## config.mk

```make
export PLATFORM = sky130hd
export DESIGN_NAME = leak_screen_seq
export DESIGN_NICKNAME = d
export VERILOG_FILES = /design/src/rtl/leak_pkg.sv /design/src/rtl/lk_pin_walker.sv /design/src/rtl/lk_limit_judge.sv /design/src/rtl/leak_screen_seq.sv
export SDC_FILE = /design/constraint.sdc
export NUM_CORES = 1
export LEC_CHECK = 0
export ABC_AREA = 1
export BUFFER_PORTS_ARGS = -buffer_cell sky130_fd_sc_hd__clkbuf_2
export CAP_MARGIN = 40
export CORE_MARGIN = 1
export CORE_UTILIZATION = 55
export DETAILED_ROUTE_END_ITERATION = 12
export PLACE_DENSITY = 0.83
export SLEW_MARGIN = 40
export SYNTH_ARGS = -nofsm -noshare
export SYNTH_HDL_FRONTEND = slang
export SYNTH_SLANG_ARGS = --single-unit
```

## constraint.sdc

```tcl
create_clock -name clk -period 4.9 [get_ports clk]
set_input_delay 0.98 -clock clk [delete_from_list [all_inputs] [get_ports clk]]
set_output_delay 0.98 -clock clk [all_outputs]
set_load 0.05 [all_outputs]
```

## src/rtl/leak_pkg.sv

```systemverilog
package leak_pkg;

    typedef enum logic [1:0] {
        LVL_OFF  = 2'd0,
        LVL_RES  = 2'd1,
        LVL_LOW  = 2'd2,
        LVL_HIGH = 2'd3
    } level_e;

    typedef enum logic [1:0] {
        ST_IDLE = 2'd0,
        ST_REQ  = 2'd1,
        ST_WAIT = 2'd2
    } state_e;

    function automatic level_e next_level(input level_e cur);
        case (cur)
            LVL_RES: return LVL_LOW;
            LVL_LOW: return LVL_HIGH;
            default: return LVL_OFF;
        endcase
    endfunction

endpackage

```

## src/rtl/lk_pin_walker.sv

```systemverilog
module lk_pin_walker
    import leak_pkg::*;
#(
    parameter int MAX_PINS = 64,
    parameter int PIN_W    = $clog2(MAX_PINS),
    parameter int CNT_W    = PIN_W + 1
) (
    input  logic             clk,
    input  logic             rst,
    input  logic             init_i,
    input  logic             step_i,
    input  logic             pair_i,
    input  logic [CNT_W-1:0] n_pins_i,
    output logic [PIN_W-1:0] drive_o,
    output logic [PIN_W-1:0] sense_o,
    output logic             last_o
);
    localparam int W2 = CNT_W + 1;

    logic [PIN_W-1:0] drive_q, sense_q;
    logic [W2-1:0]    d_x, s_x, n_x, s1, sp;

    always_comb begin
        d_x = W2'(drive_q);
        s_x = W2'(sense_q);
        n_x = W2'(n_pins_i);
        s1  = s_x + W2'(1);
        sp  = (s1 == d_x) ? s1 + W2'(1) : s1;
        if (pair_i)
            last_o = (s1 == n_x);
        else
            last_o = (d_x + W2'(1) == n_x) && (sp >= n_x);
    end

    always_ff @(posedge clk) begin
        if (rst || init_i) begin
            drive_q <= '0;
            sense_q <= PIN_W'(1);
        end else if (step_i) begin
            if (pair_i) begin
                drive_q <= PIN_W'(d_x + W2'(1));
                sense_q <= PIN_W'(s1);
            end else if (sp < n_x) begin
                sense_q <= PIN_W'(sp);
            end else begin
                drive_q <= PIN_W'(d_x + W2'(1));
                sense_q <= '0;
            end
        end
    end

    assign drive_o = drive_q;
    assign sense_o = sense_q;

endmodule

```

## src/rtl/lk_limit_judge.sv

```systemverilog
module lk_limit_judge
    import leak_pkg::*;
#(
    parameter int VAL_W = 16
) (
    input  level_e           phase_i,
    input  logic [VAL_W-1:0] value_i,
    input  logic [VAL_W-1:0] res_min_i,
    input  logic [VAL_W-1:0] lim_low_i,
    input  logic [VAL_W-1:0] lim_high_i,
    output logic             bad_o
);
    always_comb begin
        case (phase_i)
            LVL_RES:  bad_o = (value_i < res_min_i);
            LVL_LOW:  bad_o = (value_i > lim_low_i);
            LVL_HIGH: bad_o = (value_i > lim_high_i);
            default:  bad_o = 1'b0;
        endcase
    end
endmodule

```

## src/rtl/leak_screen_seq.sv

```systemverilog
module leak_screen_seq
    import leak_pkg::*;
#(
    parameter int MAX_PINS = 64,
    parameter int VAL_W    = 16,
    parameter int PIN_W    = $clog2(MAX_PINS),
    parameter int CNT_W    = PIN_W + 1
) (
    input  logic             clk,
    input  logic             rst,
    input  logic             start_i,
    input  logic             abort_i,
    input  logic [CNT_W-1:0] pin_count_i,
    input  logic [VAL_W-1:0] res_min_i,
    input  logic [VAL_W-1:0] lim_low_i,
    input  logic [VAL_W-1:0] lim_high_i,
    output logic [PIN_W-1:0] drive_pin_o,
    output logic [PIN_W-1:0] sense_pin_o,
    output logic [1:0]       level_o,
    output logic             meas_req_o,
    input  logic             meas_ack_i,
    input  logic [VAL_W-1:0] meas_val_i,
    output logic             busy_o,
    output logic             done_o,
    output logic             pass_o,
    output logic             fail_o,
    output logic [PIN_W-1:0] fail_drive_o,
    output logic [PIN_W-1:0] fail_sense_o,
    output logic [1:0]       fail_phase_o
);
    localparam logic [CNT_W-1:0] N_MIN = CNT_W'(2);
    localparam logic [CNT_W-1:0] N_MAX = CNT_W'(MAX_PINS);

    state_e           state_q;
    level_e           phase_q, fphase_q;
    logic [CNT_W-1:0] cnt_q, n_eff;
    logic             done_q, pass_q, fail_q;
    logic [PIN_W-1:0] fdrive_q, fsense_q;
    logic             bad, last, take, w_init, w_step;

    always_comb begin
        if (pin_count_i < N_MIN)      n_eff = N_MIN;
        else if (pin_count_i > N_MAX) n_eff = N_MAX;
        else                          n_eff = pin_count_i;
    end

    lk_limit_judge #(.VAL_W(VAL_W)) judge_i (
        .phase_i   (phase_q),
        .value_i   (meas_val_i),
        .res_min_i (res_min_i),
        .lim_low_i (lim_low_i),
        .lim_high_i(lim_high_i),
        .bad_o     (bad)
    );

    assign take   = !abort_i && (state_q == ST_WAIT) && meas_ack_i;
    assign w_init = (!abort_i && state_q == ST_IDLE && start_i)
                  || (take && !bad && last && phase_q != LVL_HIGH);
    assign w_step = take && !bad && !last;

    lk_pin_walker #(.MAX_PINS(MAX_PINS), .PIN_W(PIN_W), .CNT_W(CNT_W)) walk_i (
        .clk     (clk),
        .rst     (rst),
        .init_i  (w_init),
        .step_i  (w_step),
        .pair_i  (phase_q == LVL_RES),
        .n_pins_i(cnt_q),
        .drive_o (drive_pin_o),
        .sense_o (sense_pin_o),
        .last_o  (last)
    );

    always_ff @(posedge clk) begin
        if (rst) begin
            state_q  <= ST_IDLE;
            phase_q  <= LVL_OFF;
            fphase_q <= LVL_OFF;
            cnt_q    <= N_MIN;
            done_q   <= 1'b0;
            pass_q   <= 1'b0;
            fail_q   <= 1'b0;
            fdrive_q <= '0;
            fsense_q <= '0;
        end else begin
            done_q <= 1'b0;
            if (abort_i) begin
                state_q <= ST_IDLE;
                phase_q <= LVL_OFF;
                pass_q  <= 1'b0;
                fail_q  <= 1'b0;
            end else begin
                case (state_q)
                    ST_IDLE: if (start_i) begin
                        state_q <= ST_REQ;
                        phase_q <= LVL_RES;
                        pass_q  <= 1'b0;
                        fail_q  <= 1'b0;
                        cnt_q   <= n_eff;
                    end
                    ST_REQ: state_q <= ST_WAIT;
                    ST_WAIT: if (meas_ack_i) begin
                        if (bad) begin
                            state_q  <= ST_IDLE;
                            phase_q  <= LVL_OFF;
                            fail_q   <= 1'b1;
                            done_q   <= 1'b1;
                            fdrive_q <= drive_pin_o;
                            fsense_q <= sense_pin_o;
                            fphase_q <= phase_q;
                        end else if (last && phase_q == LVL_HIGH) begin
                            state_q <= ST_IDLE;
                            phase_q <= LVL_OFF;
                            pass_q  <= 1'b1;
                            done_q  <= 1'b1;
                        end else begin
                            state_q <= ST_REQ;
                            if (last) phase_q <= next_level(phase_q);
                        end
                    end
                    default: state_q <= ST_IDLE;
                endcase
            end
        end
    end

    assign busy_o       = (state_q != ST_IDLE);
    assign level_o      = busy_o ? phase_q : LVL_OFF;
    assign meas_req_o   = (state_q == ST_REQ);
    assign done_o       = done_q;
    assign pass_o       = pass_q;
    assign fail_o       = fail_q;
    assign fail_drive_o = fdrive_q;
    assign fail_sense_o = fsense_q;
    assign fail_phase_o = fphase_q;

    // a request is never issued with the drive off
    assert_req_driven_R1: assert property (@(posedge clk) disable iff (rst)
        meas_req_o |-> (level_o != 2'(LVL_OFF)));

    // the sensed pin is never the driven pin when a reading is requested
    assert_sense_not_drive_R3: assert property (@(posedge clk) disable iff (rst)
        meas_req_o |-> (drive_pin_o != sense_pin_o));

    // the high level is entered only from the low level
    assert_high_after_low_R4: assert property (@(posedge clk) disable iff (rst)
        (level_o == 2'(LVL_HIGH) && $past(level_o) != 2'(LVL_HIGH))
        |-> ($past(level_o) == 2'(LVL_LOW)));

    // the low level is entered only from the resistance probe
    assert_low_after_res_R4: assert property (@(posedge clk) disable iff (rst)
        (level_o == 2'(LVL_LOW) && $past(level_o) != 2'(LVL_LOW))
        |-> ($past(level_o) == 2'(LVL_RES)));

    // a request lasts a single cycle
    assert_req_pulse_R6: assert property (@(posedge clk) disable iff (rst)
        meas_req_o |=> !meas_req_o);

    // a raised fail keeps the drive off
    assert_fail_off_R7: assert property (@(posedge clk) disable iff (rst)
        (fail_o && !busy_o) |-> (level_o == 2'(LVL_OFF)));

    // done is a one-cycle pulse and the verdicts exclude each other
    assert_done_pulse_R8: assert property (@(posedge clk) disable iff (rst)
        done_o |=> !done_o);
    assert_verdict_excl_R8: assert property (@(posedge clk) disable iff (rst)
        !(pass_o && fail_o));

    // abort leaves the block idle with drive off in the next cycle
    assert_abort_idle_R9: assert property (@(posedge clk) disable iff (rst)
        abort_i |=> (!busy_o && level_o == 2'(LVL_OFF) && !done_o));

endmodule

```

Word level (Yosys, flattened, before mapping)
Cells that the tools add are included.

Register bits after elaboration: 40. Output and inout bits: 33.

Add/subtract/negate cells: 3. Order comparisons: 7. Eq/ne operators: 16. Multiplexer cells: 31. Bitwise gates (word level): 3. Reduce and logical (&&, ||, !) cells: 27.

Operators by type and width (count): 16-bit greater-than comparator (2); 6-bit 2-to-1 mux (4); 8-bit by 7-bit == test with 1-bit output (2); 16-bit less-than comparator (1); 6-bit by 1-bit adder with 7-bit output (second input constant) (2); 2-bit 2-to-1 mux (7); 7-bit 2-to-1 mux (2); 4-bit AND reduction (3); 1-bit 2-to-1 mux (11); 1-bit logical AND (10); 2-bit inequality test (second input constant) (5); 8-bit by 1-bit adder with 8-bit output (second input constant) (1); 8-bit by 6-bit == test with 1-bit output (1); 8-bit by 7-bit >= comparator with 1-bit output (1); 8-bit by 7-bit less-than comparator with 1-bit output (1); 8-bit 2-to-1 mux (1); 2-bit one-hot mux with 2 select lines (2); 7-bit greater-than comparator (second input constant) (1); 7-bit by 2-bit less-than comparator with 1-bit output (second input constant) (1); 2-bit == test (second input constant) (3); 2-bit one-hot mux with 3 select lines (1); 5-bit AND reduction (1); 2-bit by 1-bit == test with 1-bit output (second input constant) (2); 2-bit by 1-bit inequality test with 1-bit output (second input constant) (2); other kinds (12) (20).

Depth between registers and ports, before layout
Gate-level depths: netlist of the first run.

Depth in word-level cells: 11. Mapped depth: 29. Gate-level depth less buffers: 29.

By module
A second synthesis of the first run with hierarchy kept.

Cells, all modules: 616. Area total of the unflattened synthesis: 3983.8 um^2.

By module, submodules not included: lk_pin_walker (times used 1, cells an instance 236, area an instance 1510.2 um^2); lk_limit_judge (times used 1, cells an instance 211, area an instance 1270.0 um^2); leak_screen_seq (times used 1, cells an instance 169, area an instance 1203.7 um^2).

Worst setup path before layout of the first run
Ideal clock, no wire load.

Kind: reg2reg. Start point: register walk_i.sense_q[0] (netlist: walk_i.sense_o[0]). End point: register walk_i.drive_q[2] (netlist: walk_i.drive_o[2]). Arrival: 3573 ps. Required time: 4786 ps. Setup slack: 1213 ps. Cell stages (with the launch flop): 24. Buffers on the path: 3. Period minus slack after synthesis: 3687 ps. Path through: dfxtp_1 -> buf_4 -> inv_2 -> ha_1 -> buf_2 -> xor2_1 -> nand3_1 -> nor3_2 -> nand3_4 -> inv_2 -> nand4_1 -> o31ai_1 -> ha_1 -> inv_1 -> nor2_1 -> nor2_1 -> nand3_1 -> nand4_1 -> nand2_2 -> inv_2 -> nand4_4 -> buf_6 -> nor2_1 -> nor2_2.

Cells in the longest elaborated chain, start to end: 10. Elaborated cells between the ends (all ways): 17. Those cells by class: add/sub: 2; order compare: 2; eq/ne: 3; mux: 2; reduce/logical: 8.

RTL lines: start: declaration (line lk_pin_walker.sv:20) `logic [PIN_W-1:0] drive_q, sense_q;`; start signal: assignment (line lk_pin_walker.sv:42) `sense_q <= PIN_W'(s1);`; start signal: assignment (line lk_pin_walker.sv:44) `sense_q <= PIN_W'(sp);`; 6-bit by 1-bit adder with 7-bit output (*) (line lk_pin_walker.sv:27) `s1 = s_x + W2'(1);`; 8-bit by 1-bit adder with 8-bit output / 8-bit by 6-bit == test with 1-bit output (equally long branches) (line lk_pin_walker.sv:28) `sp = (s1 == d_x) ? s1 + W2'(1) : s1;`; 8-bit 2-to-1 mux (line lk_pin_walker.sv:28); 8-bit by 7-bit >= comparator with 1-bit output (line lk_pin_walker.sv:32) `last_o = (d_x + W2'(1) == n_x) && (sp >= n_x);`; 1-bit logical AND (line lk_pin_walker.sv:32); 1-bit 2-to-1 mux (line lk_pin_walker.sv:29) `if (pair_i)`; 1-bit logical AND (2 in a row) (line leak_screen_seq.sv:58) `|| (take && !bad && last && phase_q != LVL_HIGH);`; 1-bit logical OR (line leak_screen_seq.sv:58); 1-bit logical OR (line lk_pin_walker.sv:36) `if (rst || init_i) begin`; end signal: assignment (line lk_pin_walker.sv:41) `drive_q <= PIN_W'(d_x + W2'(1));`; end signal: assignment (line lk_pin_walker.sv:46) `drive_q <= PIN_W'(d_x + W2'(1));`; end: declaration (line lk_pin_walker.sv:20).

Mark *: on every way between the ends. The rest lies on a longest branch, timed or not. A chain may end at the register's enable or synchronous reset.

Worst setup path in the final report of the first run
Start point: register walk_i.sense_q[0] (netlist: walk_i.sense_o[0]). End point: register walk_i.drive_q[5] (netlist: walk_i.drive_o[5]).

The elaborated chain is that of the path after synthesis.

==> results of run 1 <==
## layout by cell type (no fill, tap or decap), drive strengths merged
master,count
clkbuf,113
bufinv,1
nand4,13
a21oi,50
xnor2,2
nor2,57
o22ai,4
nor4,2
a22oi,1
o21a,6
nand3,38
nor3,1
o21ai,32
and3,1
xor2,7
inv,124
ha,61
o21bai,2
o31ai,1
clkinv,1
dfxtp,40
nand2,176
clkinvlp,1
## path summary, 6_finish.rpt
path / start / end / slack [ns] / cells past startpoint
setup reg to reg: walk_i.sense_o[0] / walk_i.drive_o[5] / 1.05 / 20
setup / recovery: walk_i.sense_o[0] / walk_i.drive_o[5] / 1.05 / 20
hold reg to reg: fail_sense_o[1] / fail_sense_o[1] / 0.44 / 2
hold / removal: fail_sense_o[1] / fail_sense_o[1] / 0.44 / 2
## report_power, final
group | switching, mW | total [mW] | leakage, nW | internal (mW)
Combinational | 0.114 | 0.193 | 2.31 | 0.0793
Sequential | 0.00416 | 0.333 | 0.323 | 0.329
Clock | 0.123 | 0.276 | 0.0548 | 0.153
Total | 0.241 | 0.802 | 2.69 | 0.562
## cell type report
| cell class | count | area, um2 |
|---|---|---|
| Clock buffer | 5 | 68.8 |
| Clock inverter | 3 | 46.3 |
| Fill cell | 634 | 2190 |
| Inverter | 124 | 470 |
| Multi-Input combinational cell | 454 | 2670 |
| Sequential cell | 40 | 801 |
| Tap cell | 96 | 120 |
| Timing Repair Buffer | 108 | 541 |
## worst min-delay path: stages, from the launching register on
cell and delay (ns):
dfxtp_1 0.31, inv_1 0.04, a21oi_1 0.04
## logic make-up after synthesis
| kind of cell | synth area share [%] |
|---|---|
| adders and majority gates | 19.1 |
| buffers and inverters | 13.1 |
| and+or+nand+nor | 32.4 |
| xor gates and xnor gates | 2.16 |
| AOI/OAI and AO/OA | 13.2 |
| DFF | 20.1 |
## routing by layer
layer	share of wire (%)	vias up	wire length [um]
met2	46	158	4620
met5	0	-	0
li1	-	2210	-
met4	1.9	0	195
met1	46	1884	4650
met3	6.2	21	621
## registers in the layout, summed over array words and instances, names as in the netlist
| register | cells |
|---|---|
| walk_i.sense_o | 6 |
| done_o | 1 |
| fail_sense_o | 6 |
| phase_q | 2 |
| walk_i.drive_o | 6 |
| fail_drive_o | 6 |
| fail_phase_o | 2 |
| fail_o | 1 |
| pass_o | 1 |
| state_q | 2 |
| cnt_q | 7 |
## through the flow
stage / cells / setup WS, ns / total power [mW] / cell area (um2) / hold WS (ns)
after floorplan: 627 / 1.21 / 0.465 / 3990 / 0.473
after global placement: 822 / 1.33 / 0.525 / 4600 / 0.432
after detailed placement: 822 / 1.14 / 0.534 / 4600 / 0.436
after CTS: 830 / 1.11 / 0.807 / 4710 / 0.448
after global routing: 830 / 0.797 / 0.852 / 4710 / 0.470
final: 830 / 1.05 / 0.802 / 4710 / 0.445
==> impl_metrics.env, run 1 <==
export IMPL_cts_reportedPaths_clkPinSlew_ns=0.08
export IMPL_worstSetupStartpointType="flip-flop"
export IMPL_yosys_cell_types_count=37
export IMPL_synthTopCellsByCount="167 x nand2_1, 116 x inv_1, 61 x ha_1"
export IMPL_first_global_vias=3857
export IMPL_globalRoute_busiestLayer="met2"
export IMPL_drtPass1Iterations=6
export IMPL_wire_per_inst_um=12.2
export IMPL_htree_num_levels=2
export IMPL_timing_max_slew_rel_slack_pct=59.3
export IMPL_place_gp_congestion=0.927
export IMPL_timing_max_transition_violations_final=0
export IMPL_insertion_delay_ns=0.30
export IMPL_io_buffer_count=108
export IMPL_grt_ovfl_total=0
export IMPL_tritoncts_num_buffers=5
export IMPL_criticalPathCategory="reg2reg"
export IMPL_detail_route_drc_violations=0
export IMPL_tritoncts="built"
export IMPL_postSynth_asyncResetShare_pct=0
export IMPL_place_hpwl_um=8570
export IMPL_finalHoldViolations=0
export IMPL_timing_critical_path_required_ns=5.10
export IMPL_die_w_um=87.2
export IMPL_utilization_pct=68.3
export IMPL_vdd_ir_drop_worst_mv=0.107
export IMPL_critical_path_n_buffers_inverters=4
export IMPL_globalRouteMet1Util_pct=36.5
export IMPL_critical_path_slowest_cell="dfxtp_1"
export IMPL_cts_buffer_depth=2
export IMPL_post_synth_top_count_cell="nand2_1"
export IMPL_avgSynthCellArea_um2=6.37
export IMPL_setup_repair_after_global_routing_missed_its_margin="no"
export IMPL_grt_first_pass_wirelength_um=16700
export IMPL_cts_post_setup_buffers_inserted=0
export IMPL_setup_total_negative_slack_ns=0
export IMPL_layout_min_cycle_time_ns=3.85
export IMPL_critPathArrivalTime_ns=4.05
export IMPL_cts_sinks=40
export IMPL_dieArea_um2=7600
export IMPL_nets_in_the_synthesized_netlist=764
export IMPL_cts_hold_fix_buffers=0
export IMPL_cts_repair_resize_count=0
export IMPL_drt_iter0_markers=258
export IMPL_crit_path_max_fanout=12
export IMPL_row_count=30
export IMPL_p_leak_nw=2.69
export IMPL_diodes=0
export IMPL_hold_class="reg2reg"
export IMPL_die_h_um=87.2
export IMPL_synthTopCellsByArea="dfxtp_1 20%, ha_1 19%, nand2_1 16%"
export IMPL_drive_gt1_share_pct=20.6
export IMPL_clockRootBuffer="clkbuf_8"
export IMPL_effective_utilization_at_floorplan_pct=57.8
export IMPL_timing_critical_path_max_delay_family="simple AND/OR/NAND/NOR gates"
export IMPL_post_synthesis_instance_area_um2=3990
export IMPL_nets=870
export IMPL_synth_seq_cells=40
export IMPL_antenna_left=0
export IMPL_vias_per_cell=5.15
export IMPL_fin_worst_skew_ns=0.00949
export IMPL_route_vias_total=4273
export IMPL_ios=109
export IMPL_core_area_um2=6910
export IMPL_worst_setup_path_end_kind="flip-flop"
export IMPL_postSynth_topFlopCell="dfxtp_1"
export IMPL_use_met3_pct=3.13
export IMPL_cp_cell_sequence="inv_2 > ha_1 > xor2_1 > nand3_1 > nor3_2 > nand3_4 > inv_2 > nand4_1 > o31ai_1 > ha_1 > inv_1 > nor2_1 > nor2_1 > nand3_1 > nand4_1 > nand2_2 > inv_2 > nand4_4 > nor2_1 > nor2_2"
export IMPL_grt_start_max_net_pins=29
export IMPL_slowest_delay_ns=0.58
export IMPL_synthesis_yosys_warnings=0
export IMPL_total_wire_length_um=10100
export IMPL_synth_edf_count=0
export IMPL_fin_crit_sh_pct=78.5
export IMPL_run_status="finished, final reports clean"
export IMPL_power_density_cell_area_nw_per_um2=170
export IMPL_synth_largest_area_cell="dfxtp_1"
export IMPL_globalRouteMet2Util_pct=47.6
export IMPL_grtUsageTotal_pct=27.8
export IMPL_flow_area_growth_from_synthesis_pct=18.1
export IMPL_fmax_mhz=260
export IMPL_synthDominantCellAreaShare_pct=20.1
export IMPL_setup_violations=0
export IMPL_sequential_to_total_area_share_from_yosys_stat_pct=20.1
export IMPL_cap_viol_max_count=0
export IMPL_post_synth_inst_count=627
export IMPL_max_slew_worst_pin_slew_ns=0.608
export IMPL_antenna_found_initial=0
(Power assumes the default switching activity.)
==> run 2, diff against run 1 <==
- CORE_UTILIZATION: 55 -> 54
- PLACE_DENSITY: 0.83 -> 0.82
- clock period: 4.9 -> 3.55 ns (I/O delays scaled with it)
==> run 2 against run 1 <==
Against the previous run: final cell count is 1.7% higher; critical path depth up 1; utilization up 2.8 points; maximum frequency up 13%; setup slack got worse by 0.90 ns; cell area up 5.2%; total power grew 38%; combinational power grew 44%; largest cell class unchanged; largest power group unchanged; highest routed layer unchanged.
==> impl_metrics.env, run 2 (synthesized netlist as in run 1, its figures left out) <==
export IMPL_layout_cells_most_common_list="164 x nand2_1, 115 x inv_1, 108 x clkbuf_2"
export IMPL_cts_sinks=40
export IMPL_layout_min_cycle_time_ns=3.40
export IMPL_insertion_delay_ns=0.30
export IMPL_worst_r2r_setup_slack_ns=0.15
export IMPL_timing_max_transition_violations_final=0
export IMPL_finalPower_mw=1.11
export IMPL_whs_path_depth=2
export IMPL_vias_per_cell=5.11
export IMPL_cts_hold_fix_buffers=0
export IMPL_timing_max_slew_rel_slack_pct=43.6
export IMPL_worstReg2RegStart="walk_i.sense_o[0]"
export IMPL_finalHoldViolations=0
export IMPL_row_count=30
export IMPL_timing_critical_path_required_ns=3.77
export IMPL_r2r_worst_path_cells=21
export IMPL_fin_worst_skew_ns=0.00727
export IMPL_fin_crit_sh_pct=95.7
export IMPL_run_status="finished, final reports clean"
export IMPL_power_share_switching_pct=30.3
export IMPL_tritoncts="built"
export IMPL_dieArea_um2=7740
export IMPL_p_int_uw=773
export IMPL_largest_register_ffs=7
export IMPL_effective_utilization_at_floorplan_pct=57.2
export IMPL_power_density_cell_area_nw_per_um2=224
export IMPL_worst_min_delay_path_endpoint="fail_phase_o[0]"
export IMPL_timing_rr_end="walk_i.sense_o[3]"
export IMPL_detail_route_drc_violations=0
export IMPL_setup_violations=0
export IMPL_first_global_vias=3895
export IMPL_cts_reportedPaths_clkPinSlew_ns=0.08
export IMPL_ios=109
export IMPL_criticalPathCategory="reg2reg"
export IMPL_crit_path_max_fanout=7
export IMPL_max_slew_worst_pin_slew_ns=0.843
export IMPL_io_buffer_count=108
export IMPL_setup_repair_after_global_routing_missed_its_margin="yes"
export IMPL_flow_area_growth_from_synthesis_pct=24.2
export IMPL_utilization_pct=71.0
export IMPL_place_gp_congestion=0.983
export IMPL_critPathArrivalTime_ns=3.62
export IMPL_p_leak_nw=2.76
export IMPL_cts_buffer_depth=2
export IMPL_antenna_found_initial=0
export IMPL_nets=884
export IMPL_die_w_um=88.0
export IMPL_drtPass1Iterations=5
export IMPL_htree_num_levels=2
export IMPL_place_hpwl_um=8840
export IMPL_drive_gt1_share_pct=24.3
export IMPL_power_combinational_fraction_pct=25.1
export IMPL_tritoncts_num_buffers=5
export IMPL_top_register_by_number_of_flip_flops="cnt_q"
export IMPL_power_sequential_fraction_pct=41.3
export IMPL_hold_path_startpoint="fail_phase_o[0]"
export IMPL_worst_setup_path_end_kind="flip-flop"
export IMPL_drt_iter0_markers=184
export IMPL_grt_ovfl_total=0
export IMPL_netSwitchingPower_uw=336
export IMPL_hold_class="reg2reg"
export IMPL_fmax_mhz=294
export IMPL_wire_per_inst_um=13.0
export IMPL_grt_first_pass_wirelength_um=17400
export IMPL_cap_viol_max_count=0
export IMPL_diodes=0
export IMPL_core_area_um2=6980
export IMPL_die_h_um=88.0
export IMPL_clkPwrFrac_pct=33.6
export IMPL_grt_start_max_net_pins=28
export IMPL_leading_cell_type_in_the_layout_fill_and_taps_excluded="nand2_1"
export IMPL_route_vias_total=4311
export IMPL_vdd_ir_drop_worst_mv=0.181
export IMPL_total_wire_length_um=11000
export IMPL_antenna_left=0
export IMPL_worstSetupStartpointType="flip-flop"
export IMPL_grtUsageTotal_pct=28.4
export IMPL_clockRootBuffer="clkbuf_8"
[run 2: layout make-up]
cell class / instances / area (um2)
clock inverters: 2 / 35.0
fillers: 627 / 2020
well taps: 96 / 120
clock buffers: 6 / 72.6
flip-flops and latches: 40 / 812
repair buffers: 121 / 646
multi-input cells: 455 / 2790
inverters: 124 / 485
[run 2: how the worst max path moves through the flow]
stage	cells after the start	to	from
finish	21	walk_i.sense_o[3]	walk_i.sense_o[0]
global route	23	walk_i.sense_o[3]	walk_i.sense_o[0]
CTS	21	walk_i.drive_o[3]	walk_i.sense_o[0]
detailed placement	21	walk_i.drive_o[3]	walk_i.sense_o[0]
global placement	20	walk_i.drive_o[5]	walk_i.sense_o[0]
floorplan	25	walk_i.drive_o[2]	walk_i.sense_o[1]
[run 2: power groups by stage]
| stage | registers, mW | logic [mW] | clock network [mW] |
|---|---|---|---|
| after floorplan | 0.471 | 0.171 | 0 |
| after global placement | 0.470 | 0.257 | 0 |
| after detailed placement | 0.470 | 0.269 | 0 |
| after CTS | 0.459 | 0.270 | 0.377 |
| after global routing | 0.459 | 0.318 | 0.398 |
| final | 0.458 | 0.278 | 0.373 |
[run 2: what timing repair did]
item,CTS,global route
setup endpoints to repair,0,14
gates resized for setup,0,34
hold endpoints to repair,0,0
setup buffers,0,6
[run 2: critical path, cell delays in order (launching register included)]
cell and delay [ns]:
dfxtp_4 0.40, inv_6 0.04, ha_4 0.27, xor2_2 0.15, nand3_2 0.10, nor3_4 0.24, nand3_4 0.13, inv_4 0.09
nand4_1 0.08, o31ai_1 0.29, ha_1 0.27, inv_1 0.07, nor2_1 0.05, nor2_1 0.17, nand3_1 0.09, nand4_1 0.14
nand2_2 0.12, inv_4 0.12, nand3_4 0.14, inv_4 0.14, nand2_2 0.06, a21oi_2 0.14
[run 2: through the flow]
step | instance area, um2 | setup WS (ns) | cells | setup TNS (ns) | hold slack, ns
2_1_floorplan | 3990 | 0.0247 | 627 | 0 | 0.473
3_3_place_gp | 4650 | 0.298 | 829 | 0 | 0.431
3_5_place_dp | 4650 | 0.206 | 829 | 0 | 0.436
4_1_cts | 4760 | 0.184 | 837 | 0 | 0.447
5_1_grt | 4960 | -0.0570 | 844 | -0.309 | 0.462
6_report | 4960 | 0.153 | 844 | 0 | 0.445
[run 2: per-layer routing]
layer | track usage [%] | vias to the layer above | routed length (um)
met5 | 0 | - | 0
met4 | 5.07 | 0 | 192
met3 | 4.34 | 23 | 702
met2 | 49.5 | 144 | 5180
met1 | 37.4 | 1908 | 4890
li1 | - | 2236 | -
